--- src/rtl/esf_crc6_pkg.sv ---
package esf_crc6_pkg;
  localparam int CRC_W = 6;
  localparam logic [CRC_W-1:0] CRC_POLY = 6'b000011; // x^6 + x + 1, x^6 implicit

  typedef enum logic [1:0] {
    SLOT_DATA = 2'd0,
    SLOT_DL   = 2'd1,
    SLOT_CRC  = 2'd2,
    SLOT_FE   = 2'd3
  } slot_e;

  function automatic logic [CRC_W-1:0] crc6_step(input logic [CRC_W-1:0] c, input logic b);
    logic fb;
    fb = c[CRC_W-1] ^ b;
    return {c[CRC_W-2:0], 1'b0} ^ ({CRC_W{fb}} & CRC_POLY);
  endfunction
endpackage

--- src/rtl/esf_pos_tracker.sv ---
module esf_pos_tracker
  import esf_crc6_pkg::*;
#(
  parameter int FRAME_BITS = 193,
  parameter int FRAMES     = 24,
  localparam int BIT_W = $clog2(FRAME_BITS),
  localparam int FRM_W = $clog2(FRAMES),
  localparam int IDX_W = FRM_W - 2
) (
  input  logic             clk_i,
  input  logic             rst_ni,
  input  logic             bit_en_i,
  input  logic             mf_start_i,
  output slot_e            slot_o,
  output logic [IDX_W-1:0] crc_idx_o,
  output logic             first_o,
  output logic             last_o,
  output logic             slip_o
);
  logic [BIT_W-1:0] bit_q, cur_bit;
  logic [FRM_W-1:0] frame_q, cur_frame;
  logic             locked_q;
  logic             end_of_frame, end_of_mf;

  always_comb begin
    cur_bit      = mf_start_i ? '0 : bit_q;
    cur_frame    = mf_start_i ? '0 : frame_q;
    end_of_frame = (cur_bit == BIT_W'(FRAME_BITS - 1));
    end_of_mf    = end_of_frame && (cur_frame == FRM_W'(FRAMES - 1));
    first_o      = bit_en_i & mf_start_i;
    last_o       = bit_en_i & (locked_q | mf_start_i) & end_of_mf;
    // start marker off the expected first bit while aligned
    slip_o       = bit_en_i & mf_start_i & locked_q & ((bit_q != '0) | (frame_q != '0));
    crc_idx_o    = cur_frame[FRM_W-1:2];
    if (cur_bit != '0) begin
      slot_o = SLOT_DATA;
    end else begin
      unique case (cur_frame[1:0])
        2'd1:    slot_o = SLOT_CRC;
        2'd3:    slot_o = SLOT_FE;
        default: slot_o = SLOT_DL;
      endcase
    end
  end

  always_ff @(posedge clk_i or negedge rst_ni) begin
    if (!rst_ni) begin
      bit_q    <= '0;
      frame_q  <= '0;
      locked_q <= 1'b0;
    end else if (bit_en_i) begin
      locked_q <= locked_q | mf_start_i;
      if (end_of_frame) begin
        bit_q   <= '0;
        frame_q <= end_of_mf ? '0 : cur_frame + 1'b1;
      end else begin
        bit_q   <= cur_bit + 1'b1;
        frame_q <= cur_frame;
      end
    end
  end
endmodule

--- src/rtl/esf_crc6_engine.sv ---
module esf_crc6_engine
  import esf_crc6_pkg::*;
(
  input  logic             clk_i,
  input  logic             rst_ni,
  input  logic             bit_en_i,
  input  logic             first_i,
  input  logic             last_i,
  input  slot_e            slot_i,
  input  logic             data_i,
  input  logic             j1_mode_i,
  output logic             done_o,
  output logic [CRC_W-1:0] crc_o
);
  logic [CRC_W-1:0] crc_q, seed, nxt;
  logic             eff_bit;

  always_comb begin
    unique case (slot_i)
      SLOT_DATA: eff_bit = data_i;
      SLOT_FE:   eff_bit = j1_mode_i ? data_i : 1'b1;
      default:   eff_bit = 1'b1;
    endcase
    seed   = first_i ? '0 : crc_q;
    nxt    = crc6_step(seed, eff_bit);
    done_o = bit_en_i & last_i;
    crc_o  = nxt;
  end

  always_ff @(posedge clk_i or negedge rst_ni) begin
    if (!rst_ni)       crc_q <= '0;
    else if (bit_en_i) crc_q <= nxt;
  end
endmodule

--- src/rtl/esf_crc_rx_cmp.sv ---
module esf_crc_rx_cmp
  import esf_crc6_pkg::*;
#(
  parameter int IDX_W = 3
) (
  input  logic             clk_i,
  input  logic             rst_ni,
  input  logic             bit_en_i,
  input  slot_e            slot_i,
  input  logic [IDX_W-1:0] crc_idx_i,
  input  logic             data_i,
  input  logic             slip_i,
  input  logic             done_i,
  input  logic [CRC_W-1:0] calc_i,
  output logic             err_o
);
  logic [CRC_W-1:0] got_q, prev_q, sel;
  logic             prev_ok_q, err_q;

  always_comb begin
    for (int k = 0; k < CRC_W; k++) begin
      sel[CRC_W-1-k] = bit_en_i && (slot_i == SLOT_CRC) && (crc_idx_i == IDX_W'(k));
    end
  end

  always_ff @(posedge clk_i or negedge rst_ni) begin
    if (!rst_ni) begin
      got_q     <= '0;
      prev_q    <= '0;
      prev_ok_q <= 1'b0;
      err_q     <= 1'b0;
    end else begin
      for (int k = 0; k < CRC_W; k++) begin
        if (sel[k]) got_q[k] <= data_i;
      end
      err_q <= done_i && prev_ok_q && (got_q != prev_q);
      if (done_i) begin
        prev_q    <= calc_i;
        prev_ok_q <= 1'b1;
      end else if (slip_i) begin
        prev_ok_q <= 1'b0;
      end
    end
  end

  assign err_o = err_q;
endmodule

--- src/rtl/esf_crc6_unit.sv ---
module esf_crc6_unit
  import esf_crc6_pkg::*;
#(
  parameter int FRAME_BITS = 193,
  parameter int FRAMES     = 24
) (
  input  logic             clk_i,
  input  logic             rst_ni,
  input  logic             j1_mode_i,
  input  logic             force_err_i,
  input  logic             tx_bit_en_i,
  input  logic             tx_mf_start_i,
  input  logic             tx_data_i,
  output logic [CRC_W-1:0] tx_crc_o,
  input  logic             rx_bit_en_i,
  input  logic             rx_mf_start_i,
  input  logic             rx_data_i,
  output logic             rx_err_o
);
  localparam int FRM_W = $clog2(FRAMES);
  localparam int IDX_W = FRM_W - 2;

  slot_e            tx_slot, rx_slot;
  logic [IDX_W-1:0] tx_idx, rx_idx;
  logic             tx_first, tx_last, tx_slip;
  logic             rx_first, rx_last, rx_slip;
  logic             tx_end_w, rx_end_w;
  logic [CRC_W-1:0] tx_calc, rx_calc, tx_crc_q;

  esf_pos_tracker #(.FRAME_BITS(FRAME_BITS), .FRAMES(FRAMES)) u_tx_pos (
    .clk_i, .rst_ni, .bit_en_i(tx_bit_en_i), .mf_start_i(tx_mf_start_i),
    .slot_o(tx_slot), .crc_idx_o(tx_idx), .first_o(tx_first), .last_o(tx_last), .slip_o(tx_slip)
  );

  esf_crc6_engine u_tx_crc (
    .clk_i, .rst_ni, .bit_en_i(tx_bit_en_i), .first_i(tx_first), .last_i(tx_last),
    .slot_i(tx_slot), .data_i(tx_data_i), .j1_mode_i, .done_o(tx_end_w), .crc_o(tx_calc)
  );

  esf_pos_tracker #(.FRAME_BITS(FRAME_BITS), .FRAMES(FRAMES)) u_rx_pos (
    .clk_i, .rst_ni, .bit_en_i(rx_bit_en_i), .mf_start_i(rx_mf_start_i),
    .slot_o(rx_slot), .crc_idx_o(rx_idx), .first_o(rx_first), .last_o(rx_last), .slip_o(rx_slip)
  );

  esf_crc6_engine u_rx_crc (
    .clk_i, .rst_ni, .bit_en_i(rx_bit_en_i), .first_i(rx_first), .last_i(rx_last),
    .slot_i(rx_slot), .data_i(rx_data_i), .j1_mode_i, .done_o(rx_end_w), .crc_o(rx_calc)
  );

  esf_crc_rx_cmp #(.IDX_W(IDX_W)) u_rx_cmp (
    .clk_i, .rst_ni, .bit_en_i(rx_bit_en_i), .slot_i(rx_slot), .crc_idx_i(rx_idx),
    .data_i(rx_data_i), .slip_i(rx_slip), .done_i(rx_end_w), .calc_i(rx_calc), .err_o(rx_err_o)
  );

  // force is sampled once per multiframe so the inserted word is consistent
  always_ff @(posedge clk_i or negedge rst_ni) begin
    if (!rst_ni)       tx_crc_q <= '0;
    else if (tx_end_w) tx_crc_q <= tx_calc ^ {CRC_W{force_err_i}};
  end

  assign tx_crc_o = tx_crc_q;
endmodule

--- config.mk ---
export PLATFORM = sky130hd
export DESIGN_NAME = esf_crc6_unit
export DESIGN_NICKNAME = d
export VERILOG_FILES = /design/src/rtl/esf_crc6_pkg.sv /design/src/rtl/esf_pos_tracker.sv /design/src/rtl/esf_crc6_engine.sv /design/src/rtl/esf_crc_rx_cmp.sv /design/src/rtl/esf_crc6_unit.sv
export SDC_FILE = /design/constraint.sdc
export NUM_CORES = 1
export LEC_CHECK = 0
export BUFFER_PORTS_ARGS = -buffer_cell sky130_fd_sc_hd__buf_2
export CORE_ASPECT_RATIO = 0.5
export CORE_MARGIN = 2
export CORE_UTILIZATION = 65
export CTS_CLUSTER_DIAMETER = 80
export DETAILED_ROUTE_END_ITERATION = 6
export PLACE_DENSITY = 0.84
export SETUP_SLACK_MARGIN = 0.4
export SYNTH_ARGS = -nofsm -noshare
export SYNTH_HDL_FRONTEND = slang
export SYNTH_SLANG_ARGS = --single-unit
--- constraint.sdc ---
create_clock -name clk_i -period 4.1 [get_ports clk_i]
set_input_delay 0.615 -clock clk_i [delete_from_list [all_inputs] [get_ports clk_i]]
set_output_delay 0.615 -clock clk_i [all_outputs]
set_load 0.03 [all_outputs]
==> metrics, run 1 <==
status completed; # hold bufs at CTS 0; Total Routing Usage GR 0.2502; clock period minus worst slack 2.941 ns; asr flop ratio synth 1.000; critical path required time 4.31 ns; number of I/O port buffers 16; initial DRC count 136; Worst-path clk slew 0.07 ns; largest net degree at the start of global routing 39; final global-route overflow total 0; CP Max Fanout 22; post-synthesis cell area 3442 sq um; post-synthesis sequential area ratio 0.4362; Leak 1.789 nW; Final Non-Filler Cells 434; worst skew pair latency 0.34 ns; Setup TNS Final 0 ns; antenna violations before repair 0; Slew @ Worst Pin 0.5322 ns; crit share post-route 0.7174; CTS resizes 0; share of layout cells above drive strength 1 0.1621; CTS tree built; delay of the slowest critical-path stage 0.37 ns; final setup skew 0.01331 ns; Slew Viols, Final 0; Synth top area share 0.4362; worst reg2reg path depth 8; synth cell count leaders dfrtp_1 (60), nand2_1 (35), inv_1 (22); top-count cell post-synth dfrtp_1; Clock Sinks 60; crit path launch type primary input; EDFF count, synth 0; H-tree Lvls 3; cell mode on critical path ha_1; flop2flop setup slack 1.25 ns; Post CTS Setup Buffer Count 0; fmax 0.3400 GHz; count of cell types in the netlist 57; cells after synthesis 346; FF+latch count, synth 60; CTS root buf clkbuf_8; Layout area overhead 9.378%; Placer Congestion 0.8743; global-route wire length before repair 11,540 um; Worst Path Class, Setup primary input to register; post-route ant nets 0; DRC viols 0; RR Endpoint u_rx_crc.crc_q[0]; Synth Net Count 369; Via density 5.931; WL/cell 15.57 um; vias post-DR 2,574; I/O Pins 17; CP max-delay cell ha_1; top cells by area, synth dfrtp_1 (44%), mux2_2 (5.6%), ha_1 (4.7%); Num CTS Buffers 9; setup ws final 1.159 ns; die area 5929 sq um; unrepaired setup endpoints after global routing no; Hold WC Path Type primary input to asynchronous set/reset pin; CTS Buffer Depth 2; Max-Slew Margin vs Limit 0.6402; peak supply drop 0.0002902 V; Placed Cells 418; final setup vio count 0; Fillers 337; Pre-antenna DRT Iters 5; number of global-route vias before repair 2,459; Avg Cell Area, Syn 9.948 sq um; PD cells 421.3 nW/um^2; Synth Flop Type dfrtp_1; Ys Warns 0; std cell rows 18; CP Data Arrival Time 3.15 ns; die height 55.46 um; core area 5022 sq um; Worst R2R Start u_rx_pos.bit_q[2]; fin nets 382; initial core utilization 0.6854; Synth area leader dfrtp_1; CP Capture Type register; Die X 106.9 um; pre-CTS WS 0.8626 ns; crit-path cells buf_2, clkinv_1, nand2_1, ha_1, nor2b_1, o21ai_0, ha_1, nor3b_1, a31oi_1, xnor2_1, mux2_2; Hold Violations, Final 0; total wire length 6759 um; Post-DP HPWL 4849 um; ANT cells 0; Max Cap Viol 0; Core Util, Final 0.7496
[layout by cell type (no fill, tap or decap), drive strengths merged, types with 5 or more instances in the layout]
cell type and n:
dfrtp 60, mux2 20, a21oi 10, nand3 13, ha 13, a22o 9
nor2 20, inv 22, nand2b 9, nor2b 5, xnor2 16, o21ai 12
o2bb2ai 5, nor4 5, and2 5, buf 17, mux2i 7, clkbuf 11
nand2 36, nor3 5, o31ai 5, nand4 7
[cell type report]
| cell class | instances | area, sq um | area share |
|---|---|---|---|
| Clock buffer | 11 | 141.4 | 0.03755 |
| Sequential cell | 60 | 1501 | 0.3988 |
| Clock inverter | 5 | 75.07 | 0.01994 |
| Timing Repair Buffer | 17 | 87.58 | 0.02326 |
| Inverter | 23 | 86.33 | 0.02293 |
| Tap cell | 70 | 87.58 | 0.02326 |
| Multi-Input combinational cell | 248 | 1785 | 0.4742 |
[cells by family after synthesis]
kind of cell             share of synthesized area
buffers and inverters                      0.04507
flip-flops                                  0.4362
multiplexers                               0.08906
XOR/XNOR                                   0.05525
AND/OR/NAND/NOR                             0.1974
adder cells (fa/ha/maj)                    0.04726
AO/OA/AOI/OAI                               0.1298
[worst max-delay path: cells and delay by family]
family | cells | cell delay (ns)
buffers and inverters | 2 | 0.66
adder cells (fa/ha/maj) | 2 | 0.55
XOR/XNOR | 1 | 0.15
AND/OR/NAND/NOR | 3 | 0.46
multiplexers | 1 | 0.28
AO/OA/AOI/OAI | 2 | 0.44
[per-layer routing]
metal	up-vias	global-route usage	share of wire
li1	1257	-	-
met1	1249	0.3339	0.47
met2	58	0.4031	0.48
met3	10	0.06612	0.041
met4	0	0.07978	0.012
met5	-	0	0
[per-stage QoR]
stage	power [W]	cell area, sq um	hold WS [ns]
final	0.001586	3765	0.2386
after global routing	0.001662	3765	0.2851
after floorplan	0.0009325	3442	0.3194
after detailed placement	0.001007	3548	0.4686
after global placement	0.0009920	3548	0.4527
after CTS	0.001592	3765	0.2483
[power by group]
| part | total, W | internal, W | switching (W) | leakage, nW |
|---|---|---|---|---|
| Sequential | 0.000706 | 0.000646 | 0.0000599 | 0.786 |
| Combinational | 0.000295 | 0.000139 | 0.000156 | 0.891 |
| Clock | 0.000585 | 0.000356 | 0.000229 | 0.113 |
| Total | 0.00159 | 0.00114 | 0.000445 | 1.79 |
[state kept, by name, indices dropped and copies added (netlist names)]
name	cells
u_rx_cmp.got_q	6
u_rx_crc.crc_q	6
u_tx_pos.locked_q	1
u_rx_pos.frame_q	5
u_rx_pos.locked_q	1
u_rx_cmp.err_o	1
tx_crc_o	6
u_tx_pos.bit_q	8
u_tx_crc.crc_q	6
u_rx_cmp.prev_ok_q	1
u_rx_pos.bit_q	8
u_rx_cmp.prev_q	6
u_tx_pos.frame_q	5
[worst max-delay path by stage]
stage                        from                  to  slack (ns)  cells past startpoint
global route        rx_mf_start_i   u_rx_crc.crc_q[0]        0.96                     11
floorplan           tx_mf_start_i         tx_crc_o[1]        1.04                     11
finish              rx_mf_start_i   u_rx_crc.crc_q[0]        1.16                     11
global placement    rx_mf_start_i  u_rx_cmp.prev_q[0]        1.06                     11
CTS                 rx_mf_start_i   u_rx_crc.crc_q[0]        1.21                     11
detailed placement  rx_mf_start_i   u_rx_crc.crc_q[0]        0.86                     11
Power figures use the tool's default switching activity.
==> run 2, diff against run 1 <==
--- a/config.mk
+++ b/config.mk
@@ -8,10 +8,10 @@
 export BUFFER_PORTS_ARGS = -buffer_cell sky130_fd_sc_hd__buf_2
 export CORE_ASPECT_RATIO = 0.5
 export CORE_MARGIN = 2
-export CORE_UTILIZATION = 65
+export CORE_UTILIZATION = 61
 export CTS_CLUSTER_DIAMETER = 80
 export DETAILED_ROUTE_END_ITERATION = 6
-export PLACE_DENSITY = 0.84
+export PLACE_DENSITY = 0.79
 export SETUP_SLACK_MARGIN = 0.4
 export SYNTH_ARGS = -nofsm -noshare
 export SYNTH_HDL_FRONTEND = slang
==> constraint.sdc (replaced) <==
create_clock -name clk_i -period 2.75 [get_ports clk_i]
set_input_delay 0.4125 -clock clk_i [delete_from_list [all_inputs] [get_ports clk_i]]
set_output_delay 0.4125 -clock clk_i [all_outputs]
set_load 0.03 [all_outputs]
==> run 2 against run 1 <==
Compared with the run above:
- critical endpoint is now u_rx_cmp.prev_q[0]
- clock skew fell by 0.0047 ns
- via count rose by 5.4%
- routed wire length rose by 13%
- final area rose by 9.6%
==> metrics, run 2 (synthesis results as in run 1) <==
Fillers 347; number of global-route vias before repair 2,731; Post-DP HPWL 5025 um; CP Data Arrival Time 2.55 ns; Slew Viols, Final 0; core area 5468 sq um; initial DRC count 149; die area 6296 sq um; total power 0.002808 W; unrepaired setup endpoints after global routing yes; Internal Power 0.002042 W; Worst-path clk slew 0.05 ns; clock share of power 0.394; ANT cells 0; final global-route overflow total 0; GR met2 Demand/Resource 0.4531; Regs by FF count u_rx_pos.bit_q (8), u_tx_pos.bit_q (8); Hold WC Path Type primary input to asynchronous set/reset pin; Sequential Power Share 0.379; sw frac 0.2728; Num CTS Buffers 9; Die X 110.2 um; global-route wire length before repair 13,040 um; initial core utilization 0.6295; worst skew pair latency 0.33 ns; H-tree Lvls 3; crit path launch type register; Hold Violations, Final 0; commonest non-fill, non-tap cell in the layout dfrtp_1; peak supply drop 0.0005335 V; Worst Path Class, Setup register to register; met3 usage 0.09943; Leak 1.916 nW; Gate power share 0.227; Placer Congestion 0.8729; std cell rows 19; PD cells 680.7 nW/um^2; WL/cell 17.05 um; I/O Pins 17; CP Capture Type register; Max-Slew Margin vs Limit 0.4652; pre-CTS WS 0.1232 ns; CTS Buffer Depth 2; vias post-DR 2,713; CTS tree built; worst reg2reg path depth 8; setup ws final 0.4117 ns; share of layout cells above drive strength 1 0.2633; crit share post-route 0.8503; number of I/O port buffers 16; Pre-antenna DRT Iters 4; final setup vio count 0; most frequent cells in the layout dfrtp_1 (55), nand2_1 (34), inv_1 (22); fmax 0.4277 GHz; antenna violations before repair 0; Total Routing Usage GR 0.2775; Layout area overhead 19.85%; CP Max Fanout 3; Via density 6.042; Max Cap Viol 0; Slew @ Worst Pin 0.8022 ns; total wire length 7654 um; clock period minus worst slack 2.338 ns; GR Layer Usage met1 0.3336; CTS root buf clkbuf_16; die height 57.12 um; critical path required time 2.96 ns; Clock Sinks 60; final setup skew 0.008575 ns; global routing's busiest layer met2; largest net degree at the start of global routing 38; DRC viols 0; switching pwr 0.0007661 W; status completed; post-route ant nets 0; Setup TNS Final 0 ns; fin nets 396
[run 2: changes by cell type in the layout (fill, tap and decap cells not counted), moves of 5 or more]
| cell | before | now |
|---|---|---|
| buf_4 | 1 | 15 |
| clkbuf_8 | 10 | 2 |
| clkbuf_16 | 0 | 9 |
| dfrtp_1 | 60 | 55 |
| ha_1 | 13 | 8 |
| dfrtp_2 | 0 | 5 |
[run 2: path summary, 6_finish.rpt]
path                              startpoint            endpoint  slack [ns]
setup reg to reg           u_rx_pos.bit_q[3]  u_rx_cmp.prev_q[0]        0.41
min in group clk_i                 rx_data_i   u_rx_cmp.got_q[1]        0.41
max in group asynchronous             rst_ni   u_tx_pos.bit_q[7]        1.87
hold reg to reg            u_tx_pos.locked_q   u_tx_pos.locked_q        0.47
hold / removal                        rst_ni  u_rx_cmp.prev_ok_q        0.17
setup / recovery           u_rx_pos.bit_q[3]  u_rx_cmp.prev_q[0]        0.41
[run 2: per-layer routing]
| layer | share of wire | routed length, um |
|---|---|---|
| met5 | 0 | 0 |
| met4 | 0.028 | 216 |
| met3 | 0.048 | 368 |
| met2 | 0.50 | 3860 |
| met1 | 0.42 | 3209 |
[run 2: repair_timing]
action | 4_1_cts | 5_1_grt
resized for setup | 6 | 22
hold buffers | 0 | 0
buffers inserted | 6 | 2
pin swaps | 4 | 8
endpoints found under the setup margin | 9 | 15
gates cloned | 0 | 0
[run 2: through the flow]
step	cell area, sq um	util	hold slack, ns	instances
finish	4125	0.7545	0.1714	449
global route	4125	0.7545	0.2285	449
CTS	4011	0.7336	0.1907	447
global placement	3647	0.6670	0.4572	427
detailed placement	3647	0.6670	0.4531	427
floorplan	3506	-	0.1169	346
[run 2: power groups by stage]
stage | combinational, W | sequential (W) | clock (W)
detailed placement | 0.000473 | 0.00107 | 0
finish | 0.000638 | 0.00106 | 0.00111
CTS | 0.000564 | 0.00105 | 0.00113
floorplan | 0.000369 | 0.00105 | 0
global route | 0.000699 | 0.00108 | 0.00117
global placement | 0.000449 | 0.00106 | 0
[run 2: final cells by class]
| cell class | instances | area, sq um | area share |
|---|---|---|---|
| Timing Repair Buffer | 31 | 192.7 | 0.04671 |
| Tap cell | 73 | 91.34 | 0.02214 |
| Inverter | 23 | 86.33 | 0.02093 |
| Multi-Input combinational cell | 248 | 1956 | 0.4741 |
| Clock inverter | 2 | 35.03 | 0.008493 |
| Sequential cell | 60 | 1508 | 0.3655 |
| Clock buffer | 12 | 256.5 | 0.06218 |
[run 2: worst max-delay path, cell delays in order (launching register included)]
cell and delay [ns]:
dfrtp_2 0.42, nor4_4 0.32, nor3b_4 0.28, and3_4 0.25
ha_4 0.21, nor3b_4 0.14, a31oi_2 0.19, xnor2_1 0.13
mux2_4 0.28
